File: config.mk
export PLATFORM = sky130hd
export DESIGN_NAME = lut_cell
export DESIGN_NICKNAME = d
export VERILOG_FILES = /design/src/rtl/lut_cell_pkg.sv /design/src/rtl/cfg_chain.sv /design/src/rtl/lut_mux.sv /design/src/rtl/out_stage.sv /design/src/rtl/lut_cell.sv
export SDC_FILE = /design/constraint.sdc
export NUM_CORES = 1
export LEC_CHECK = 0
export BUFFER_PORTS_ARGS = -buffer_cell sky130_fd_sc_hd__buf_4
export CAP_MARGIN = 20
export CORE_AREA = 2 2 55 57
export CTS_CLUSTER_DIAMETER = 50
export CTS_CLUSTER_SIZE = 12
export DETAILED_ROUTE_END_ITERATION = 8
export DIE_AREA = 0 0 57 59
export GPL_TIMING_DRIVEN = 0
export PLACE_DENSITY_LB_ADDON = 0.25
export REMOVE_ABC_BUFFERS = 1
export SETUP_SLACK_MARGIN = 0.1
export SYNTH_ARGS = -nofsm -noshare
export SYNTH_HDL_FRONTEND = slang
export SYNTH_HIERARCHICAL = 1
export SYNTH_SLANG_ARGS = --single-unit
File: constraint.sdc
create_clock -name clk -period 1.6 [get_ports clk]
set_input_delay 0.08 -clock clk [delete_from_list [all_inputs] [get_ports clk]]
set_output_delay 0.08 -clock clk [all_outputs]
set_load 0.01 [all_outputs]
File: src/rtl/lut_cell_pkg.sv
`timescale 1ns/1ps
// Package: shared types for the lookup-table logic cell.
// Assumes: nothing beyond IEEE 1800-2017.
package lut_cell_pkg;

    // Output selection held in the chain's mode bit.
    typedef enum logic {
        OUT_DIRECT     = 1'b0,
        OUT_REGISTERED = 1'b1
    } out_mode_e;

endpackage

File: src/rtl/cfg_chain.sv
`timescale 1ns/1ps
// Module: cfg_chain
// Serial configuration store. New bits enter at index 0 and move toward
// index LEN-1 on every edge with shift_en high. The last position drives dout.
// Assumes: shift_en and din are synchronous to clk.
module cfg_chain #(
    parameter int LEN = 17
) (
    input  logic           clk,
    input  logic           rst_n,
    input  logic           shift_en,
    input  logic           din,
    output logic           dout,
    output logic [LEN-1:0] bits
);

    logic [LEN-1:0] chain_q;

    // Shift register: clear on reset, move one place when enabled.
    always_ff @(posedge clk) begin
        if (!rst_n) begin
            chain_q <= '0;
        end else if (shift_en) begin
            chain_q <= {chain_q[LEN-2:0], din};
        end
    end

    assign bits = chain_q;
    assign dout = chain_q[LEN-1];

    AST_CHAIN_HOLD: assert property (@(posedge clk) disable iff (!rst_n)
        !shift_en |=> $stable(chain_q));

    AST_CHAIN_ENTRY: assert property (@(posedge clk) disable iff (!rst_n)
        shift_en |=> (chain_q[0] == $past(din)));

    AST_CHAIN_MOVE: assert property (@(posedge clk) disable iff (!rst_n)
        shift_en |=> (dout == $past(chain_q[LEN-2])));

endmodule

File: src/rtl/lut_mux.sv
`timescale 1ns/1ps
// Module: lut_mux
// Binary multiplexer tree that picks table[sel]. The nodes are kept in a
// heap layout: the root is node 0, the children of k are 2k+1 and 2k+2, and
// the leaves are the table entries. The most significant select bit steers
// at the root.
// Assumes: table is stable while the result is used.
module lut_mux #(
    parameter int N_IN = 4
) (
    input  logic [(1<<N_IN)-1:0] table_bits,
    input  logic [N_IN-1:0]      sel,
    output logic                 y
);

    localparam int DEPTH = 1 << N_IN;
    localparam int NODES = 2 * DEPTH - 1;

    logic [NODES-1:0] node;

    genvar lvl, idx;
    generate
        // Leaves: entry j at heap index DEPTH-1+j.
        for (idx = 0; idx < DEPTH; idx++) begin : g_leaf
            assign node[DEPTH-1+idx] = table_bits[idx];
        end
        // Inner nodes: depth lvl is steered by select bit N_IN-1-lvl.
        for (lvl = 0; lvl < N_IN; lvl++) begin : g_level
            for (idx = 0; idx < (1 << lvl); idx++) begin : g_node
                localparam int K = (1 << lvl) - 1 + idx;
                assign node[K] = sel[N_IN-1-lvl] ? node[2*K+2] : node[2*K+1];
            end
        end
    endgenerate

    assign y = node[0];

endmodule

File: src/rtl/out_stage.sv
`timescale 1ns/1ps
// Module: out_stage
// Optional output register. The flip-flop captures the lookup result on
// every edge and is cleared while configuration shifting is on. The mode
// bit chooses the flip-flop or the raw lookup result.
// Assumes: hold_clr is the chain shift enable.
module out_stage
    import lut_cell_pkg::*;
(
    input  logic      clk,
    input  logic      rst_n,
    input  logic      hold_clr,
    input  logic      lut_val,
    input  out_mode_e mode,
    output logic      cell_out
);

    logic ff_q;

    // State bit: cleared by reset or shifting, else captures the lookup.
    always_ff @(posedge clk) begin
        if (!rst_n || hold_clr) begin
            ff_q <= 1'b0;
        end else begin
            ff_q <= lut_val;
        end
    end

    // Output selection per the configured mode.
    always_comb begin
        cell_out = (mode == OUT_REGISTERED) ? ff_q : lut_val;
    end

    AST_FF_CLEAR: assert property (@(posedge clk) disable iff (!rst_n)
        hold_clr |=> (ff_q == 1'b0));

    AST_FF_CAPTURE: assert property (@(posedge clk) disable iff (!rst_n)
        !hold_clr |=> (ff_q == $past(lut_val)));

endmodule

File: src/rtl/lut_cell.sv
`timescale 1ns/1ps
// Module: lut_cell (top)
// Programmable logic cell: a table of 2^N_IN bits selected by lut_in, plus
// an optional output register. Chain layout: bit LEN-1 is the mode bit,
// bits DEPTH-1..0 are table entries DEPTH-1..0.
// Assumes: one clock serves both configuration and user logic.
module lut_cell
    import lut_cell_pkg::*;
#(
    parameter int N_IN = 4
) (
    input  logic            clk,
    input  logic            rst_n,
    input  logic            cfg_shift_en,
    input  logic            cfg_din,
    output logic            cfg_dout,
    input  logic [N_IN-1:0] lut_in,
    output logic            cell_out
);

    localparam int DEPTH = 1 << N_IN;
    localparam int LEN   = DEPTH + 1;

    logic [LEN-1:0] cfg_bits;
    logic           lut_val;
    out_mode_e      mode;

    cfg_chain #(.LEN(LEN)) u_chain (
        .clk      (clk),
        .rst_n    (rst_n),
        .shift_en (cfg_shift_en),
        .din      (cfg_din),
        .dout     (cfg_dout),
        .bits     (cfg_bits)
    );

    lut_mux #(.N_IN(N_IN)) u_mux (
        .table_bits (cfg_bits[DEPTH-1:0]),
        .sel        (lut_in),
        .y          (lut_val)
    );

    assign mode = out_mode_e'(cfg_bits[LEN-1]);

    out_stage u_out (
        .clk      (clk),
        .rst_n    (rst_n),
        .hold_clr (cfg_shift_en),
        .lut_val  (lut_val),
        .mode     (mode),
        .cell_out (cell_out)
    );

    AST_DOUT_IS_MODE: assert property (@(posedge clk) disable iff (!rst_n)
        (cfg_dout == 1'b0) |-> (mode == OUT_DIRECT));

endmodule

==> metrics, run 1 <==
status finished with violations; failing checks negative setup slack; top_reg_cell synth dfxtp_1; nets@finish between 80 and 90; Synth Warn # 6; Area growth syn-to-layout 13.7%; gr usage total 0.0944; R2R Path Start u_chain/bits[11]; ys async rst share 0; CP endpoint kind output port; slack of the critical path -0.232 ns; routed via count around 500; Clock Tree Root clkbuf_4; share of cells above drive strength 1 0.382; CTS Buffer Depth 2; RD Place Congestion 0.667; Fmax 546 MHz; Clk Latency, worst-skew pair around 0.29 ns; worst hold start cfg_din; Rows 19; Synth area leader dfxtp_1; RSZ-0062 raised after global routing true; CP Launch Type flip-flop; clk sinks 18; Tot Pwr approximately 0.80 mW; WP data required ~1.5 ns; Lkg Pwr 0.396 nW; Peak VDD IR between 0.5 and 0.6 mV; Synth top area share 0.430; most frequent cell after synthesis mux2i_1; post-synthesis cell type count 10; sequential element share of the synthesized area 0.430; initial antenna violation count 0; IO buf count 9; I/O pin total 10; H-tree level count 1; Initial Util 0.309; first-pass GRT wire length ~2400 microns; Slew HR 0.804; Synth top cells by count 20 x mux2i_1, 18 x dfxtp_1, 17 x nor2b_1, 4 x mux4_1; Fin. Hold Viols 0; clk_skew just under 0.008 ns; arrival time worst endpoint roughly 1.8 ns; Max-cap violations 0; clk slew on worst S/H paths about 0.11 ns; number of global-route vias before repair 477; final instance area 953 sq um; synthesized flop and latch total 18; R2R Setup Slk 0.26 ns; Initial DRC Count 8; WL final ~1400 microns; Worst Path Max Fanout 3; largest net degree at the start of global routing 19; CTS tree built; Syn Std Cell Area 838 sq um; drc violations 0; Post-DRT Antenna Nets 0; WS Path Type reg -> out; Slew @ Worst Pin between 0.2 and 0.3 ns; WL/cell around 13 microns; core area around 2700 sq um; DIE AREA 3360 sq um; HP Class in -> reg; vias per cell about 4.7; pwr dens ~830 nW/um^2; Final period util 1.14; Avg Inst Size Synth about 13 sq um; Synth area leaders dfxtp_1 43%, mux2i_1 24%, nor2b_1 13%; Area after DPL around 900 sq um; fin util 0.352; GR Overflow Total 0; number of enable flip-flop cells after synthesis 0; Die Ht a little under 60 microns; die width between 50 and 60 microns; CTS buffer count 3; Gate Count Post-Synth 65; Ant. Diodes 0; drt first pass iters 4; Worst Setup SP u_chain/bits[11]; Final Max Slew Viols 0; Setup Viol. Count Final 1; Period minus WS final ~1.8 ns
==> cells by family after synthesis <==
group                  synth area share
flip-flops                        0.430
AND/OR/NAND/NOR                   0.137
buffers and inverters            0.0507
multiplexers                      0.382
==> placed cells by master (no fill, tap or decap) <==
| cell type | count |
|---|---|
| dfxtp_2 | 9 |
| clkbuf_8 | 1 |
| mux2_4 | 1 |
| buf_4 | 10 |
| and3b_1 | 1 |
| mux4_2 | 4 |
| buf_6 | 1 |
| nor2b_1 | 17 |
| dfxtp_1 | 9 |
| clkbuf_4 | 3 |
| mux2i_1 | 20 |
==> critical path: stages (launching register included) <==
cell	delay, ns
dfxtp_2	0.34
mux4_2	0.47
mux2i_1	0.15
mux2i_1	0.10
mux2_4	0.28
buf_6	0.12
==> routing by layer <==
metal / share of wire / global-route usage
met4: 0 / 0.0199
met3: 0.064 / 0.0502
met1: 0.53 / 0.133
met2: 0.41 / 0.128
met5: 0 / 0
==> what timing repair did <==
item,CTS,global route
pin swaps,0,0
hold buffers,0,0
gates resized for setup,13,1
buffers inserted,2,0
endpoints found under the setup margin,1,1
==> where the power goes <==
part           switching, mW  total [mW]  internal, mW
clock network          0.143       0.281         0.139
logic                 0.0265      0.0613        0.0348
registers            0.00238       0.453         0.451
==> state kept, by name, summed over array words and instances (netlist names) <==
| signal | flops |
|---|---|
| u_chain/bits | 17 |
| u_out/ff_q | 1 |
==> path summary, 6_finish.rpt <==
| check | to | cells past startpoint |
|---|---|---|
| hold / removal | u_chain/bits[0] | 3 |
| setup / recovery | cell_out | 5 |
| hold reg to reg | u_chain/bits[3] | 2 |
| setup reg to reg | u_out/ff_q | 4 |
==> final cells by class <==
cell class | instances | area [sq um]
Clock buffer | 4 | 36.3
Fill cell | 281 | 1760
Multi-Input combinational cell | 43 | 420
Sequential cell | 18 | 372
Tap cell | 31 | 38.8
Timing Repair Buffer | 11 | 86.3
==> through the flow <==
step                      instances  worst slack, ns  TNS [ns]  hold WS [ns]
after CTS                       107           -0.243    -0.243        0.0329
after global routing            107           -0.345    -0.345        0.0677
after global placement          101           0.0414         0         0.338
final                           107           -0.232    -0.232        0.0386
after floorplan                  61            0.246         0         0.208
after detailed placement        101           0.0475         0         0.351
No activity file was read; power rests on OpenSTA's default activity.
==> inputs of run 2 (changes only) <==
Settings changed: CORE_AREA 2 2 55 57 to 2 2 46 48, DIE_AREA 0 0 57 59 to 0 0 48 50.
==> run 2 against run 1 <==
Net effect:
- die area is 29% lower
- combinational power is 2% lower
- the flow still finishes with violations (negative setup slack)
- global-route usage is 4.6 points higher
- flip-flop and latch count stayed put
- via count is 5.6% higher
- clock power hardly changed
==> metrics, run 2 (synthesis gave the netlist of run 1 again) <==
number of flip-flops in the largest register 17 (unchanged); core area 1900 sq um (-30%); Slew HR 0.805 (+0.00139); Area after DPL 897 sq um (-0.55%); Rows 16 (-3); CTS tree built; clk slew on worst S/H paths 0.11 ns (about the same); Post-DRT Antenna Nets 0 (unchanged); number of global-route vias before repair 516 (+8.2%); Peak VDD IR 0.559 mV (+6.2%); DIE AREA 2400 sq um (-29%); WS Path Type reg -> out; fillcell total 184 (-35%); pre-CTS setup slack 0.0342 ns (-0.0134 ns); Clock Tree Root clkbuf_4; Area growth syn-to-layout 16.9%; Initial Util 0.441 (+0.131); RSZ-0062 raised after global routing true; Die Ht 50 microns (-15%); final instance area 980 sq um (+2.8%); placed cell count 97 (-4.0%); arrival time worst endpoint 1.74 ns (about the same); Setup TNS -0.218 ns (+0.0142 ns); failing checks negative setup slack; Fin. Hold Viols 0 (unchanged); WL final 1330 microns (-3.3%); GR Overflow Total 0 (unchanged); CTS buffer count 3 (unchanged); largest net degree at the start of global routing 19 (unchanged); WL/cell 12.5 microns (-3.3%); Clk Latency, worst-skew pair 0.30 ns (about the same); pwr dens 811 nW/um^2 (-2.8%); CP most frequent cell mux2i_1; clk sinks 18 (unchanged); WP data required 1.52 ns (about the same); nets@finish 89 (+4.7%); most common cell after layout, fill and taps aside mux2i_1; slack of the critical path -0.218 ns (+0.0142 ns); RD Place Congestion 0.696 (+4.3%); CP endpoint kind output port; I/O pin total 10 (unchanged); Worst Path Max Fanout 3 (unchanged); CP Launch Type flip-flop; die width 48 microns (-16%); H-tree level count 1 (unchanged); non-filler cells, final 107 (unchanged); HP Class in -> reg; share of cells above drive strength 1 0.425 (+0.0434); commonest non-fill, non-tap cells in the layout 20 x mux2i_1, 17 x nor2b_1, 14 x buf_4; Setup Viol. Count Final 1 (unchanged); R2R Setup Slk 0.29 ns (+0.03 ns); Ant. Diodes 0 (unchanged); WHS 0.0455 ns (+0.00693 ns); Initial DRC Count 1 (-7); first-pass GRT wire length 2400 microns (+0.88%); Period minus WS final 1.82 ns (-0.0142 ns); Final Max Slew Viols 0 (unchanged); CTS Buffer Depth 2 (unchanged); Final period util 1.14 (-0.00890); drc violations 0 (unchanged); Fmax 550 MHz (+0.78%); vias per cell 4.95 (+5.6%); Post-CTS Hold Buffers 0 (unchanged); slowest cell on the critical path mux4_2; Max-cap violations 0 (unchanged); drt first pass iters 2 (-2); placed wire-length estimate 829 microns; worst-path cell chain mux4_2, mux2i_1, mux2i_1, mux2_4, buf_6; IO buf count 9 (unchanged); Lkg Pwr 0.418 nW (+5.7%); Slew @ Worst Pin 0.292 ns (-0.00209 ns); gr usage total 0.140 (+0.0461); initial antenna violation count 0 (unchanged); clk_skew 0.00837 ns (+0.000676 ns); Tot Pwr 0.795 mW (about the same); fin util 0.515 (+0.163); largest stage delay on the critical path 0.46 ns (about the same); status finished with violations; routed via count 530 (+5.6%)
-- run 2: changes by cell type in the layout (fill, tap and decap cells not counted) --
cell | previous run | this run
dfxtp_2 | 9 | 10
buf_4 | 10 | 14
dfxtp_1 | 9 | 8
-- run 2: what timing repair did --
item                                    in CTS  in global routing
endpoints found under the setup margin       1                  1
endpoints found under the hold margin        0                  0
gates resized for setup                     13                  2
setup buffers                                4                  2
-- run 2: path summary, 6_finish.rpt --
| path | startpoint | cells past startpoint | endpoint |
|---|---|---|---|
| setup / recovery | u_chain/bits[11] | 5 | cell_out |
| hold / removal | cfg_din | 3 | u_chain/bits[0] |
| setup reg to reg | u_chain/bits[11] | 4 | u_out/ff_q |
| hold reg to reg | u_chain/bits[15] | 2 | u_chain/bits[15] |
-- run 2: layout make-up --
class                   instances  area [sq um]  share of cell area
multi-input cells              43           420               0.429
repair buffers                 15           116               0.119
clock buffers                   4          36.3              0.0370
well taps                      27          33.8              0.0345
flip-flops and latches         18           373               0.381
-- run 2: critical path, delay by kind of cell (launching register included) --
| kind | cells | cell delay [ns] |
|---|---|---|
| mux | 4 | 0.97 |
| flops | 1 | 0.34 |
| buf+inv | 1 | 0.12 |
-- run 2: per-layer routing --
layer	vias up	part of all wire	global-route usage
met2	11	0.48	0.213
met5	-	0	0
met3	0	0.049	0.0659
met1	261	0.47	0.181
li1	258	-	-
met4	0	0	0.0270
-- run 2: power by group --
part	total [mW]	switching [mW]	internal (mW)
logic	0.0602	0.0255	0.0347
clock network	0.282	0.143	0.139
registers	0.453	0.00232	0.451
==> inputs of run 3 (changes only) <==
Clock period 1.6 ns to 2.11 ns, I/O delays scaled along.
==> run 3 against run 2 <==
Net effect:
- the flow now finishes without violations
- global-route usage fell by 1.2 points
- flip-flop and latch count did not move
- wire length shrank 4.7%
- first-iteration DRC count rose to 3.0 times the previous value
- combinational power shrank 25%
- count of clock-buffer cells in the layout unchanged
- design area decreased by 5.6%
- total power shrank 25%
- critical endpoint unchanged
- largest cell class unchanged
==> metrics, run 3 (synthesis gave the netlist of run 1 again) <==
Worst Setup SP u_chain/bits[1]; Fin. Hold Viols 0 (unchanged); post-CTS setup buffers 0 (-4); Initial Util 0.441 (unchanged); core area 1900 sq um (unchanged); largest net degree at the start of global routing 19 (unchanged); commonest non-fill, non-tap cells in the layout 20 x mux2i_1, 17 x nor2b_1, 16 x dfxtp_1; first-pass GRT wire length 2160 microns (-10%); Slew @ Worst Pin 0.288 ns (-0.00400 ns); Area after DPL 897 sq um (unchanged); Area growth syn-to-layout 10.3%; IO buf count 9 (unchanged); initial antenna violation count 0 (unchanged); CTS Buffer Depth 2 (unchanged); share of cells above drive strength 1 0.257 (-0.168); WP buf/inv 1 (unchanged); CTS tree built; drt first pass iters 4 (+2); Slew HR 0.808 (+0.00267); number of global-route vias before repair 486 (-5.8%); CTS buffer count 3 (unchanged); GR Util met1 0.155 (-0.0259); Setup TNS 0 ns (+0.218 ns); clk slew on worst S/H paths 0.10 ns (about the same); WS Path Type reg -> out; RD Place Congestion 0.696 (unchanged); R2R Setup Slk 0.77 ns (+0.48 ns); drc violations 0 (unchanged); met3 Use GR 0.0659 (unchanged); gr usage total 0.128 (-0.0122); arrival time worst endpoint 1.78 ns (+0.04 ns); Die Ht 50 microns (unchanged); slowest cell on the critical path mux4_1; Rows 16 (unchanged); Max-cap violations 0 (unchanged); R2R Path Start u_chain/bits[1]; Peak VDD IR 0.429 mV (-23%); gr busiest metal met2; Initial DRC Count 3 (+2); largest stage delay on the critical path 0.50 ns (+0.04 ns); Post-CTS Hold Buffers 0 (unchanged); GR Overflow Total 0 (unchanged); clk_skew 0.00249 ns (-0.00588 ns); Clk Latency, worst-skew pair 0.29 ns (about the same); DIE AREA 2400 sq um (unchanged); RSZ-0062 raised after global routing false; placed wire-length estimate 829 microns (unchanged); WL final 1270 microns (-4.7%); Final period util 0.891; final instance area 925 sq um (-5.6%); worst-path cell chain mux4_1, mux2i_1, mux2i_1, mux2_4, buf_4; clk sinks 18 (unchanged); HP Class in -> reg; CP Launch Type flip-flop; routed via count 492 (-7.2%); worst hold start cfg_din; status finished clean; CP most frequent cell mux2i_1; Setup Viol. Count Final 0 (-1); Top delay family on crit path multiplexers; Lkg Pwr 0.387 nW (-7.3%); number of flip-flops in the largest register 17 (unchanged); nets@finish 83 (-6.7%); I/O pin total 10 (unchanged); WP data required 2.00 ns (+0.48 ns); Final Max Slew Viols 0 (unchanged); Period minus WS final about 1.9 ns; pwr dens 649 nW/um^2 (-20%); Clock Tree Root clkbuf_4; most common cell after layout, fill and taps aside mux2i_1; Ant. Diodes 0 (unchanged); Worst Path Max Fanout 3 (unchanged); fillcell total 187 (+1.6%); H-tree level count 1 (unchanged); die width 48 microns (unchanged); GRT met2 Usage 0.200 (-0.0133); vias per cell 4.87 (-1.7%); CP endpoint kind output port; WHS 0.0662 ns (+0.0207 ns); Fmax around 530 MHz; WL/cell 12.6 microns (+0.93%); Post-DRT Antenna Nets 0 (unchanged)
[run 3: repair_timing]
action	in CTS	in global routing
resized for setup	0	5
endpoints found under the setup margin	0	1
hold endpoints to repair	0	0
[run 3: layer usage]
| metal | share of wire | vias up |
|---|---|---|
| li1 | - | 246 |
| met1 | 0.50 | 237 |
| met2 | 0.45 | 9 |
| met3 | 0.049 | 0 |
| met4 | 0 | 0 |
| met5 | 0 | - |
[run 3: where the power goes]
group          internal (mW)  switching (mW)
clock                  0.105           0.106
combinational         0.0261          0.0190
sequential             0.342         0.00161
total                  0.473           0.127
[run 3: path summary, 6_finish.rpt]
kind                           to  cells past startpoint
setup / recovery         cell_out                      5
hold / removal    u_chain/bits[0]                      3
setup reg to reg       u_out/ff_q                      4
hold reg to reg   u_chain/bits[1]                      2
[run 3: final cells by class]
type                    count  area, sq um  area share
multi-input cells          43          424       0.459
repair buffers              9         67.6      0.0731
flip-flops and latches     18          363       0.392
well taps                  27         33.8      0.0365
clock buffers               4         36.3      0.0392
[run 3: tightest hold or removal path, stage by stage]
cell and delay (ns):
buf_4 0.07, mux2i_1 0.05, nor2b_1 0.09
[run 3: stage by stage]
| step | setup slack, ns | total power [mW] | utilization | std cells |
|---|---|---|---|---|
| final | 0.229 | 0.600 | 0.486 | 101 |
| after global routing | 0.101 | 0.630 | 0.486 | 101 |
| after CTS | 0.175 | 0.608 | 0.491 | 101 |
| after detailed placement | 0.519 | 0.396 | 0.472 | 97 |
| after global placement | 0.547 | 0.397 | 0.472 | 97 |
| after floorplan | 0.731 | 0.370 | - | 61 |
